`src/rtl/cyc_pkg.sv`:
```
package cyc_pkg;
  typedef enum logic [2:0] {
    KIND_INTA  = 3'd0,
    KIND_IORD  = 3'd1,
    KIND_IOWR  = 3'd2,
    KIND_CODE  = 3'd3,
    KIND_MRD   = 3'd4,
    KIND_MWR   = 3'd5,
    KIND_HALT  = 3'd6,
    KIND_SHUT  = 3'd7
  } cycKindE;

  localparam int NUM_KINDS = 8;

  // status code = {memIoN, dataCodeN, writeReadN}
  localparam logic [2:0] ST_INTA    = 3'b000;
  localparam logic [2:0] ST_ILLEGAL = 3'b001;
  localparam logic [2:0] ST_IORD    = 3'b010;
  localparam logic [2:0] ST_IOWR    = 3'b011;
  localparam logic [2:0] ST_CODE    = 3'b100;
  localparam logic [2:0] ST_SPECIAL = 3'b101;
  localparam logic [2:0] ST_MRD     = 3'b110;
  localparam logic [2:0] ST_MWR     = 3'b111;

  typedef struct packed {
    logic capture;
    logic markValid;
    logic markErr;
  } ctlStrobesT;

  function automatic logic kindLockable(cycKindE k);
    return (k == KIND_INTA) || (k == KIND_MRD) || (k == KIND_MWR);
  endfunction
endpackage

```
`src/rtl/cyc_control.sv`:
```
module cyc_control
  import cyc_pkg::*;
(
  input  logic       adsN,
  input  logic       phaseHi,
  input  logic       legal,
  output ctlStrobesT strobes
);
  logic qualified;

  always_comb begin
    qualified         = !adsN && phaseHi;
    strobes.capture   = qualified;
    strobes.markValid = qualified && legal;
    strobes.markErr   = qualified && !legal;
  end
endmodule

```
`src/rtl/cyc_datapath.sv`:
```
module cyc_datapath
  import cyc_pkg::*;
#(
  parameter int ADDR_HI_W = 30,
  parameter int BE_W      = 4,
  parameter int HALT_LANE = 2,
  parameter int SHUT_LANE = 0
) (
  input  logic                 clk,
  input  logic                 rst,
  input  ctlStrobesT           strobes,
  input  logic                 memIoN,
  input  logic                 dataCodeN,
  input  logic                 writeReadN,
  input  logic [BE_W-1:0]      byteEnN,
  input  logic [ADDR_HI_W-1:0] addrHi,
  output logic                 legal,
  output logic [NUM_KINDS-1:0] cycleType,
  output logic                 cycleValid,
  output logic                 lockable,
  output logic                 encodingErr
);
  localparam logic [BE_W-1:0] HALT_BE = ~(BE_W'(1) << HALT_LANE);
  localparam logic [BE_W-1:0] SHUT_BE = ~(BE_W'(1) << SHUT_LANE);

  logic [2:0]           status;
  logic                 addrZero;
  cycKindE              kind;
  logic [NUM_KINDS-1:0] nextType;
  logic [NUM_KINDS-1:0] typeQ;
  logic                 validQ, errQ, lockQ;

  assign status   = {memIoN, dataCodeN, writeReadN};
  assign addrZero = (addrHi == '0);

  always_comb begin
    kind  = KIND_INTA;
    legal = 1'b1;
    unique case (status)
      ST_INTA:    kind = KIND_INTA;
      ST_IORD:    kind = KIND_IORD;
      ST_IOWR:    kind = KIND_IOWR;
      ST_CODE:    kind = KIND_CODE;
      ST_MRD:     kind = KIND_MRD;
      ST_MWR:     kind = KIND_MWR;
      ST_SPECIAL: begin
        if (addrZero && byteEnN == HALT_BE)      kind = KIND_HALT;
        else if (addrZero && byteEnN == SHUT_BE) kind = KIND_SHUT;
        else                                     legal = 1'b0;
      end
      ST_ILLEGAL: legal = 1'b0;
      default:    legal = 1'b0;
    endcase
  end

  for (genvar k = 0; k < NUM_KINDS; k++) begin : g_onehot
    assign nextType[k] = legal && (kind == cycKindE'(k));
  end

  always_ff @(posedge clk) begin
    if (rst) begin
      typeQ  <= '0;
      lockQ  <= 1'b0;
      validQ <= 1'b0;
      errQ   <= 1'b0;
    end else begin
      validQ <= strobes.markValid;
      errQ   <= strobes.markErr;
      if (strobes.capture) begin
        typeQ <= nextType;
        lockQ <= legal && kindLockable(kind);
      end
    end
  end

  assign cycleType   = typeQ;
  assign cycleValid  = validQ;
  assign lockable    = lockQ;
  assign encodingErr = errQ;
endmodule

```
`src/rtl/cycle_decoder.sv`:
```
module cycle_decoder
  import cyc_pkg::*;
#(
  parameter int ADDR_HI_W = 30,
  parameter int BE_W      = 4
) (
  input  logic                 clk,
  input  logic                 rst,
  input  logic                 phaseHi,
  input  logic                 adsN,
  input  logic                 memIoN,
  input  logic                 dataCodeN,
  input  logic                 writeReadN,
  input  logic [BE_W-1:0]      byteEnN,
  input  logic [ADDR_HI_W-1:0] addrHi,
  output logic [NUM_KINDS-1:0] cycleType,
  output logic                 cycleValid,
  output logic                 lockable,
  output logic                 encodingErr
);
  ctlStrobesT strobes;
  logic       legal;

  cyc_control u_ctl (
    .adsN    (adsN),
    .phaseHi (phaseHi),
    .legal   (legal),
    .strobes (strobes)
  );

  cyc_datapath #(.ADDR_HI_W(ADDR_HI_W), .BE_W(BE_W)) u_dp (
    .clk         (clk),
    .rst         (rst),
    .strobes     (strobes),
    .memIoN      (memIoN),
    .dataCodeN   (dataCodeN),
    .writeReadN  (writeReadN),
    .byteEnN     (byteEnN),
    .addrHi      (addrHi),
    .legal       (legal),
    .cycleType   (cycleType),
    .cycleValid  (cycleValid),
    .lockable    (lockable),
    .encodingErr (encodingErr)
  );
endmodule

```
`config.mk`:
```
export PLATFORM = sky130hd
export DESIGN_NAME = cycle_decoder
export DESIGN_NICKNAME = d
export VERILOG_FILES = /design/src/rtl/cyc_pkg.sv /design/src/rtl/cyc_control.sv /design/src/rtl/cyc_datapath.sv /design/src/rtl/cycle_decoder.sv
export SDC_FILE = /design/constraint.sdc
export NUM_CORES = 1
export LEC_CHECK = 0
export ABC_AREA = 1
export BUFFER_PORTS_ARGS = -buffer_cell sky130_fd_sc_hd__buf_2
export CAP_MARGIN = 20
export CORE_MARGIN = 2
export CORE_UTILIZATION = 40
export DETAILED_ROUTE_END_ITERATION = 8
export PLACE_DENSITY = 0.78
export SYNTH_ARGS = -nofsm -noshare
export SYNTH_HDL_FRONTEND = slang
export SYNTH_SLANG_ARGS = --single-unit
```
`constraint.sdc`:
```
create_clock -name clk -period 1.2 [get_ports clk]
set_clock_uncertainty 0.15 [all_clocks]
set_input_delay 0 -clock clk [delete_from_list [all_inputs] [get_ports clk]]
set_output_delay 0 -clock clk [all_outputs]
set_load 0.1 [all_outputs]
```
==> summary.md, run 1 <==
| Metric | Value |
|---|---|
| Diodes inserted | 0 |
| Largest net degree at the start of global routing | 12 |
| Status | finished, violations left |
| Rel. slew slack | around 68% |
| CP Capture Type | output port |
| First-pass iteration count of the detailed router | 4 |
| CTS root buffer | clkbuf_4 |
| Crit Path Category | register to output port |
| Hold WS | -100 ps |
| Final-report hold violation count | 2 |
| Share of layout cells above drive strength 1 | ~44% |
| Final worst path period share | 94.5% |
| Syn Nets | roughly 170 |
| Wire per inst | roughly 9.4 um |
| Worst skew pair latency | 270 ps |
| Synth top area share | between 20% and 30% |
| Sequential area share after synthesis | 28.7% |
| DRC viols | 0 |
| Leading area contributor after synthesis | dfxtp_1 |
| Yosys cell types | 21 |
| Post-route minimum period | between 1000 and 1500 ps |
| Pleak | ~0.64 nW |
| Reg2Reg Launch Point | u_dp.cycleType[3] |
| Total Routing Usage GR | slightly above 20% |
| TritonCTS buffer count | 3 |
| CTS Hold Bufs | 5 |
| Cell family with most CP delay | buffers and inverters |
| Remaining antenna violation count after routing | 0 |
| Worst Path Arrival | 980 ps |
| Vias/cell | 4.53 |
| Max-slew violation count | 0 |
| Top-count cell post-synth | nand2_1 |
| YS warnings | 0 |
| Post-Route WL | 1.97 mm |
| Primary FF master, synth | dfxtp_1 |
| Die span in x | 47.8 um |
| Worst path bufs/invs | 1 |
| Worst Setup SP | u_dp.cycleValid |
| RSZ-0062 raised after global routing | false |
| CP Data Required Time | 1050 ps |
| CTS tree | yes |
| Std-Cell Rows | 15 |
| R2r setup slk | 400 ps |
| Worst VDD drop | a little under 1000 uV |
| Vias | 946 |
| Synthesized area | 767 um2 |
| Mapped Cells | 125 |
| DIE AREA | between 2000 and 2500 um2 |
| Clk pin slew, worst setup/hold paths | about 60 ps |
| Total gr overflow | 0 |
| Reg2reg end | u_dp.cycleType[3] |
| Synth-to-layout area growth | 65.1% |
| Startpoint types | register |
| Final #Nets | 226 |
| Core ar. | 1760 um2 |
| WHS Path Cells | 4 |
| Max cap viols | 0 |
| Worst-path maximum fanout | 1 |
| HP Start | adsN |
| Syn_area_per_cell | roughly 6.1 um2 |
| Cell Chain, Critical Path | buf_2 |
| Final std cells w/o fill | 209 |
| Final setup viols | 0 |
| PwrDens | 710 nW/um2 |
| Routability cong. | between 0.7 and 0.8 |
| First-pass GRT wire length | 3.39 mm |
| Final Cell Area | about 1300 um2 |
| Post-synth ARST share | 0% |
| DP Wirelength | 1.61 mm |
| Layout fillers | between 150 and 200 |
| Drt initial violations | 15 |
| IO Port Bufs | 51 |
| R2R cell count | 2 |
| H-tree Lvls | 1 |
| Clock Sinks | 11 |
| Post-CTS Setup Bufs | 0 |
| Top cells by area, synth | dfxtp_1 (29%), nand2_1 (14%), inv_1 (12%), nor2_1 (9.8%), a21oi_1 (6.5%) |
| Clk buf depth | 2 |
| Io pins | 52 |
| Hold EP | u_dp.cycleType[1] |
| #FFs+latches synth | 11 |
| Max incr delay on CP | 410 ps |
| Max frequency | 882 MHz |
| Number of global-route vias before repair | 931 |
| Failing checks | hold timing |
| Post-place instance area | 1190 um2 |
| Starting Density | 43.5% |
| Initial antenna violation count | 0 |
| Min-delay worst type | input port to register |
| Crit-path slowest cell | buf_2 |
| Post-synth EDFFs | 0 |
| Post-Place Cells | 200 |
| Die Ht | 47.8 um |
| Slew @ Worst Pin | 486 ps |
| Commonest cells in the netlist | nand2_1 (29), inv_1 (24), nor2_1 (20) |
layout make-up:
class | instances | area (um2) | area share, %
clock buffers | 4 | 26.3 | 2.08
inverters | 27 | 101 | 8.00
multi-input cells | 84 | 420 | 33.2
flip-flops and latches | 11 | 231 | 18.3
well taps | 25 | 31.3 | 2.47
repair buffers | 58 | 455 | 36.0
worst max-delay path by stage:
| stage | end | slack (ps) | depth (start not counted) |
|---|---|---|---|
| finish | cycleValid | 70 | 1 |
| global route | u_dp.lockable | 8 | 12 |
| CTS | cycleValid | 50 | 1 |
| detailed placement | u_dp.cycleType[6] | -140 | 12 |
| floorplan | u_dp.cycleType[1] | 110 | 2 |
| global placement | u_dp.cycleType[6] | -50 | 12 |
through the flow:
| stage | total power (W) | hold slack, ps | TNS (ps) | worst slack (ps) | utilization (%) |
|---|---|---|---|---|---|
| 6_report | 0.000898 | -100 | 0 | 66.0 | 71.8 |
| 5_1_grt | 0.000958 | -101 | 0 | 7.61 | 71.8 |
| 4_1_cts | 0.000903 | -103 | 0 | 54.7 | 71.6 |
| 3_5_place_dp | 0.000649 | 169 | -377 | -137 | 67.3 |
| 3_3_place_gp | 0.000641 | 159 | -118 | -45.9 | 67.3 |
| 2_1_floorplan | 0.000538 | -70.7 | 0 | 111 | - |
routing by layer:
layer / track usage (%) / routed length, um
met1: 20.5 / 768
met2: 39.5 / 1070
met3: 8.30 / 123
met4: 5.41 / 12
met5: 0 / 0
flip-flops by register name, summed over array words and instances, names as in the netlist:
signal and cells:
u_dp.cycleType 8, u_dp.cycleValid 1, u_dp.encodingErr 1, u_dp.lockable 1
kinds of logic after synthesis:
| group | Yosys count | share of synthesized area, % |
|---|---|---|
| buffers and inverters | 30 | 16.8 |
| AOI/OAI and AO/OA | 12 | 8.32 |
| xor gates and xnor gates | 1 | 2.12 |
| and+or+nand+nor | 71 | 44.0 |
| DFF | 11 | 28.7 |
report_power, final:
group | total (W) | internal (W) | switching [W]
Sequential | 0.000380 | 0.000373 | 0.00000618
Clock | 0.000250 | 0.000129 | 0.000122
Combinational | 0.000269 | 0.000115 | 0.000153
Total | 0.000898 | 0.000617 | 0.000281
placed cells by master, fill, tap and decap left out:
cell and n:
buf_4 2, and2_4 1, a21oi_2 1, clkbuf_1 1, dfxtp_1 2, nand2_1 28, buf_12 9, nand4_1 3
nor2_1 20, nand2_2 3, xnor2_2 1, clkbuf_4 3, nor3_1 1, dlygate4sd3_1 5, dfxtp_2 9, o21ai_0 1
inv_1 24, nand3_2 2, nand3_1 6, nor2_4 3, inv_2 3, buf_2 42, a21oi_1 10, nor2_2 2
and2_1 2
what timing repair did:
item,CTS,global route
hold endpoints to repair,11,2
endpoints found under the setup margin,0,1
gates resized for setup,0,1
(Power assumes the default switching activity.)
==> run 2: changes to the inputs <==
--- a/config.mk
+++ b/config.mk
@@ -7,11 +7,13 @@
 export LEC_CHECK = 0
 export ABC_AREA = 1
 export BUFFER_PORTS_ARGS = -buffer_cell sky130_fd_sc_hd__buf_2
-export CAP_MARGIN = 20
+export CAP_MARGIN = 10
 export CORE_MARGIN = 2
-export CORE_UTILIZATION = 40
+export CORE_UTILIZATION = 39
 export DETAILED_ROUTE_END_ITERATION = 8
+export HOLD_SLACK_MARGIN = 0.08
 export PLACE_DENSITY = 0.78
 export SYNTH_ARGS = -nofsm -noshare
 export SYNTH_HDL_FRONTEND = slang
+export SYNTH_HIERARCHICAL = 1
 export SYNTH_SLANG_ARGS = --single-unit
==> summary.md, run 2 <==
| Metric | Value |
|---|---|
| Status | finished, violations left |
| Failing checks | setup timing |
| Worst-path maximum fanout | 4 |
| DRC viols | 0 |
| Routability cong. | 0.891 |
| Synth-to-layout area growth | 80.6% |
| Uppermost routed layer | met4 |
| Commonest cells in the netlist | nand2_1 (31), nor2_1 (27), inv_1 (13) |
| Top-count cell post-synth | nand2_1 |
| Top cells by area, synth | dfxtp_1 (31%), nand2_1 (17%), nor2_1 (14%), a21oi_1 (7.1%), inv_1 (7.0%) |
| Adder-Cell Fraction of Synth Area | 0% |
| Power Total | just over 0.0009 W |
| Setup ws final | -26.7 ps |
| DR WL met2 | approximately 1.2 mm |
| Diodes inserted | 0 |
| Post-route minimum period | around 1200 ps |
| TritonCTS buffer count | 3 |
| Max FFs per register | 8 |
| Vias/cell | 4.62 |
| Max cap viols | 0 |
| Commonest non-fill, non-tap cell in the layout | buf_2 |
| Post-CTS Setup Bufs | 0 |
| Max frequency | 815 MHz |
| Crit Path Category | input port to register |
| CP Data Required Time | 1250 ps |
| Clk pin slew, worst setup/hold paths | about 70 ps |
| Die Ht | 46.4 um |
| Final setup TNS | -26.7 ps |
| Final Cell Area | 1270 um2 |
| Post-synthesis compound-gate area fraction | around a tenth |
| Synthesized area | 702 um2 |
| Multiplexer share of the synthesized area | 0% |
| Clk buf depth | 2 |
| Final #Nets | 223 |
| Starting Density | approximately 41% |
| Remaining antenna violation count after routing | 0 |
| WL met3 | just over 90 um |
| Most frequent cells in the layout | buf_2 (42), nor2_1 (27), nand2_1 (27) |
| Slew @ Worst Pin | 484 ps |
| Post-Route WL | 2.19 mm |
| Post-synthesis simple-gate area fraction | 49.4% |
| Clock Sinks | 11 |
| Primary FF master, synth | dfxtp_1 |
| Share of layout cells above drive strength 1 | 47.5% |
| Synth top area share | 31.4% |
| CP Capture Type | register |
| Drt initial violations | 14 |
| Final-report hold violation count | 0 |
| Min-delay worst type | input port to register |
| Rel. slew slack | 67.9% |
| Core ar. | 1710 um2 |
| Post-synth ARST share | 0% |
| CTS root buffer | clkbuf_4 |
| Total gr overflow | 0 |
| Largest net degree at the start of global routing | 12 |
| Yosys cell types | 20 |
| Post-synth EDFFs | 0 |
| YS warnings | 6 |
| Mapped Cells | 117 |
| DIE AREA | 2160 um2 |
| XOR/XNOR share of the synthesized area | 0% |
| Worst skew pair latency | 270 ps |
| Startpoint types | input port |
| Total Routing Usage GR | around 25% |
| Vias | 951 |
| Worst Path Arrival | 1280 ps |
| Final setup viols | 1 |
| Syn_area_per_cell | 6.00 um2 |
| IO Port Bufs | 51 |
| CTS tree | yes |
| Post-place instance area | 1120 um2 |
| First-pass iteration count of the detailed router | 4 |
| Std-Cell Rows | 15 |
| DP Wirelength | 1.66 mm |
| Leading area contributor after synthesis | dfxtp_1 |
| Dpl ws | -209 ps |
| Die span in x | 46.4 um |
| Main combinational cell family by area after synthesis | simple AND/OR/NAND/NOR gates |
| Worst VDD drop | 732 uV |
| Number of global-route vias before repair | 1002 |
| Pleak | a little under 0.6 nW |
| H-tree Lvls | 1 |
| Final worst path period share | 102% |
| Max-slew violation count | 0 |
| Io pins | 52 |
| RSZ-0062 raised after global routing | true |
| Layout fillers | between 100 and 150 |
| First-pass GRT wire length | 3.87 mm |
| Reg area | 231 um2 |
| Area of the multi-input gates | 447 um2 |
| PwrDens | ~720 nW/um2 |
| Sequential area share after synthesis | a little under a third |
| #FFs+latches synth | 11 |
| Syn Nets | about 160 |
| Wire per inst | 10.6 um |
| Initial antenna violation count | 0 |
| Core Util, Final | 74.2% |
| M1 WL | between 800 and 900 um |
## run 2: kinds of logic after synthesis
| kind of cell | Yosys count |
|---|---|
| AOI/OAI and AO/OA | 12 |
| buffers and inverters | 17 |
| and+or+nand+nor | 77 |
| DFF | 11 |
## run 2: final timing paths
kind | start | end | slack [ps] | depth (start not counted)
hold reg to reg | u_dp/cycleType[4] | u_dp/cycleType[4] | 340 | 2
hold / removal | memIoN | u_dp/cycleType[7] | 60 | 6
setup / recovery | memIoN | u_dp/cycleType[5] | -30 | 7
setup reg to reg | u_dp/lockable | u_dp/lockable | 270 | 2
## run 2: timing repair
action / 4_1_cts / 5_1_grt
hold buffers: 8 / 0
endpoints found under the setup margin: 0 / 7
resized for setup: 0 / 13
endpoints found under the hold margin: 11 / 0
## run 2: layer usage
metal / GRT usage (%) / vias to the layer above
li1: - / 488
met1: 24.5 / 427
met2: 47.2 / 28
met3: 3.92 / 8
met4: 13.7 / 0
met5: 0 / -
## run 2: where the power goes
part	switching, W	internal, W
clock	0.000128	0.000129
sequential	0.00000563	0.000374
combinational	0.000162	0.000120
total	0.000295	0.000622
## run 2: stage by stage
stage	hold WS, ps	cells
2_1_floorplan	-88.3	117
3_3_place_gp	149	194
3_5_place_dp	152	194
4_1_cts	80.2	206
5_1_grt	94.2	206
6_report	62.6	206
## run 2: worst max-delay path, stage by stage
cell,delay [ps]
buf_2,120
inv_1,90
buf_4,160
nor3_2,140
nand2_1,90
dlygate4sd3_1,560
a21oi_1,120
## run 2: final cells by class
type	count	area share (%)
Clock buffer	4	2.07
Inverter	14	4.15
Multi-Input combinational cell	89	35.2
Sequential cell	11	18.3
Tap cell	25	2.47
Timing Repair Buffer	63	37.8
==> run 3: changes to the inputs <==
--- a/config.mk
+++ b/config.mk
@@ -8,11 +8,13 @@
 export ABC_AREA = 1
 export BUFFER_PORTS_ARGS = -buffer_cell sky130_fd_sc_hd__buf_2
 export CAP_MARGIN = 10
+export CELL_PAD_IN_SITES_DETAIL_PLACEMENT = 0
+export CELL_PAD_IN_SITES_GLOBAL_PLACEMENT = 2
 export CORE_MARGIN = 2
-export CORE_UTILIZATION = 39
+export CORE_UTILIZATION = 17
 export DETAILED_ROUTE_END_ITERATION = 8
 export HOLD_SLACK_MARGIN = 0.08
-export PLACE_DENSITY = 0.78
+export PLACE_DENSITY_LB_ADDON = 0.1
 export SYNTH_ARGS = -nofsm -noshare
 export SYNTH_HDL_FRONTEND = slang
 export SYNTH_HIERARCHICAL = 1
==> summary.md, run 3 (same netlist as run 2, synthesis figures left out) <==
| Metric | Value |
|---|---|
| DP Wirelength | 1.76 mm |
| Logic pwr share | between 20 and 30% |
| Sequential share of power | 36.8% |
| H-tree Lvls | 1 |
| Pleak | 0.615 nW |
| Wire per inst | 8.81 um |
| Worst-path maximum fanout | 3 |
| Total gr overflow | 0 |
| Reg area | 231 um2 |
| Max FFs per register | 8 |
| Vias/cell | around 3.8 |
| Final worst path period share | 94.1% |
| Initial antenna violation count | 0 |
| Core ar. | 4000 um2 |
| Largest net degree at the start of global routing | 12 |
| CP Capture Type | register |
| TritonCTS buffer count | 3 |
| Post-place instance area | approximately 1200 um2 |
| Failing checks | hold timing |
| Starting Density | around 18% |
| First-pass iteration count of the detailed router | 4 |
| Slew @ Worst Pin | 262 ps |
| Sw Ratio | 28.8% |
| Sw power | 0.000300 W |
| Max frequency | 886 MHz |
| Max-slew violation count | 0 |
| Drt initial violations | 30 |
| Clk pin slew, worst setup/hold paths | 50 ps |
| Min-delay worst type | input port to register |
| Clock Sinks | 11 |
| Std-Cell Rows | 23 |
| Total Routing Usage GR | 10.3% |
| Area of the multi-input gates | 439 um2 |
| Final #Nets | 223 |
| Pint | 0.000740 W |
| Synth-to-layout area growth | 92.5% |
| Die span in x | a little under 70 um |
| DIE AREA | 4660 um2 |
| Post-Route WL | approximately 2.0 mm |
| Post-route minimum period | 1130 ps |
| CP Data Required Time | ~1200 ps |
| IO Port Bufs | 51 |
| CTS root buffer | clkbuf_8 |
| Die Ht | 68.3 um |
| Crit Path Category | input port to register |
| Final-report hold violation count | 2 |
| Final setup viols | 0 |
| Number of global-route vias before repair | around 900 |
| CTS tree | yes |
| Share of layout cells above drive strength 1 | 48.1% |
| Most frequent cells in the layout | buf_2 (40), nand2_1 (30), nor2_1 (23) |
| Routability cong. | 0.849 |
| CTS Hold Bufs | 4 |
| Hold WS | -67.5 ps |
| Diodes inserted | 0 |
| Clock share of power | approximately 36% |
| Commonest non-fill, non-tap cell in the layout | buf_2 |
| PwrDens | 770 nW/um2 |
| Startpoint types | input port |
| Layout fillers | 430 |
| Remaining antenna violation count after routing | 0 |
| Worst Path Arrival | 1150 ps |
| Worst VDD drop | 496 uV |
| Clk buf depth | 2 |
| Status | finished, violations left |
| First-pass GRT wire length | 3.62 mm |
| Max cap viols | 0 |
| RSZ-0062 raised after global routing | true |
| Io pins | 52 |
| DRC viols | 0 |
| Rel. slew slack | 82.4% |
| Worst skew pair latency | roughly 230 ps |
| Final Cell Area | 1350 um2 |
| Vias | about 880 |
run 3: cell types whose count changed in the layout (fill, tap and decap cells not counted), moves of 2 or more:
cell and delta:
buf_12 +4, buf_4 +4, clkbuf_4 -4, dlygate4sd3_1 -4, nor2_1 -4, nor2_2 +4, clkbuf_8 +3, nand2_1 +3
nand2_2 -3, buf_2 -2, inv_1 +2, inv_2 -2, nor3_1 +2, nor3_2 -2
run 3: cell type report:
class                      instances  share of cell area, %
tap                               50                   4.63
inverter                          14                   3.89
multi-input combinational         89                   32.5
sequential                        11                   17.1
clock buffer                       4                   3.33
timing repair buffer              63                   38.5
run 3: final timing paths:
kind	from	to	slack [ps]	depth (start not counted)
worst max-delay path	addrHi[1]	u_dp/cycleType[4]	70	11
worst min-delay path	memIoN	u_dp/cycleType[3]	-70	3
worst max register to register	u_dp/lockable	u_dp/lockable	310	2
worst min register to register	u_dp/cycleType[3]	u_dp/cycleType[3]	330	2
run 3: power groups by stage:
stage               registers [W]  clock network [W]  logic [W]
finish                   0.000382           0.000371   0.000286
global route             0.000383           0.000418   0.000315
CTS                      0.000382           0.000390   0.000281
detailed placement       0.000390                  0   0.000270
global placement         0.000389                  0   0.000270
floorplan                0.000441                  0  0.0000862
run 3: metal layers:
metal	routed length, um	share of wire, %	global-route usage, %
met3	126	6.2	4.44
met5	0	0	0
met1	894	44	11.9
met4	6	0.29	2.25
met2	1010	50	17.6
run 3: what timing repair did:
item                       CTS  global route
buffers inserted             0             0
gates resized for setup      0             8
hold endpoints to repair    11             2
setup endpoints to repair    0             4
run 3: stage by stage:
step           utilization (%)  power [W]  TNS (ps)  std cells  worst slack (ps)
5_1_grt                   33.8    0.00112     -54.0        231             -23.4
3_3_place_gp              31.0   0.000660      -672        223              -148
3_5_place_dp              31.0   0.000660      -787        223              -202
4_1_cts                   33.1    0.00105         0        231              44.2
6_report                  33.8    0.00104         0        231              70.7
2_1_floorplan                -   0.000527         0        117              19.3
run 3: worst max-delay path, cell delays in order:
cell and delay, ps:
buf_2 90, or2_1 220, nor2_1 100, nand2_1 90
nor2_4 110, nand3_2 100, nand2_1 70, inv_1 60
nor2_4 110, nand2_1 90, a21oi_2 110
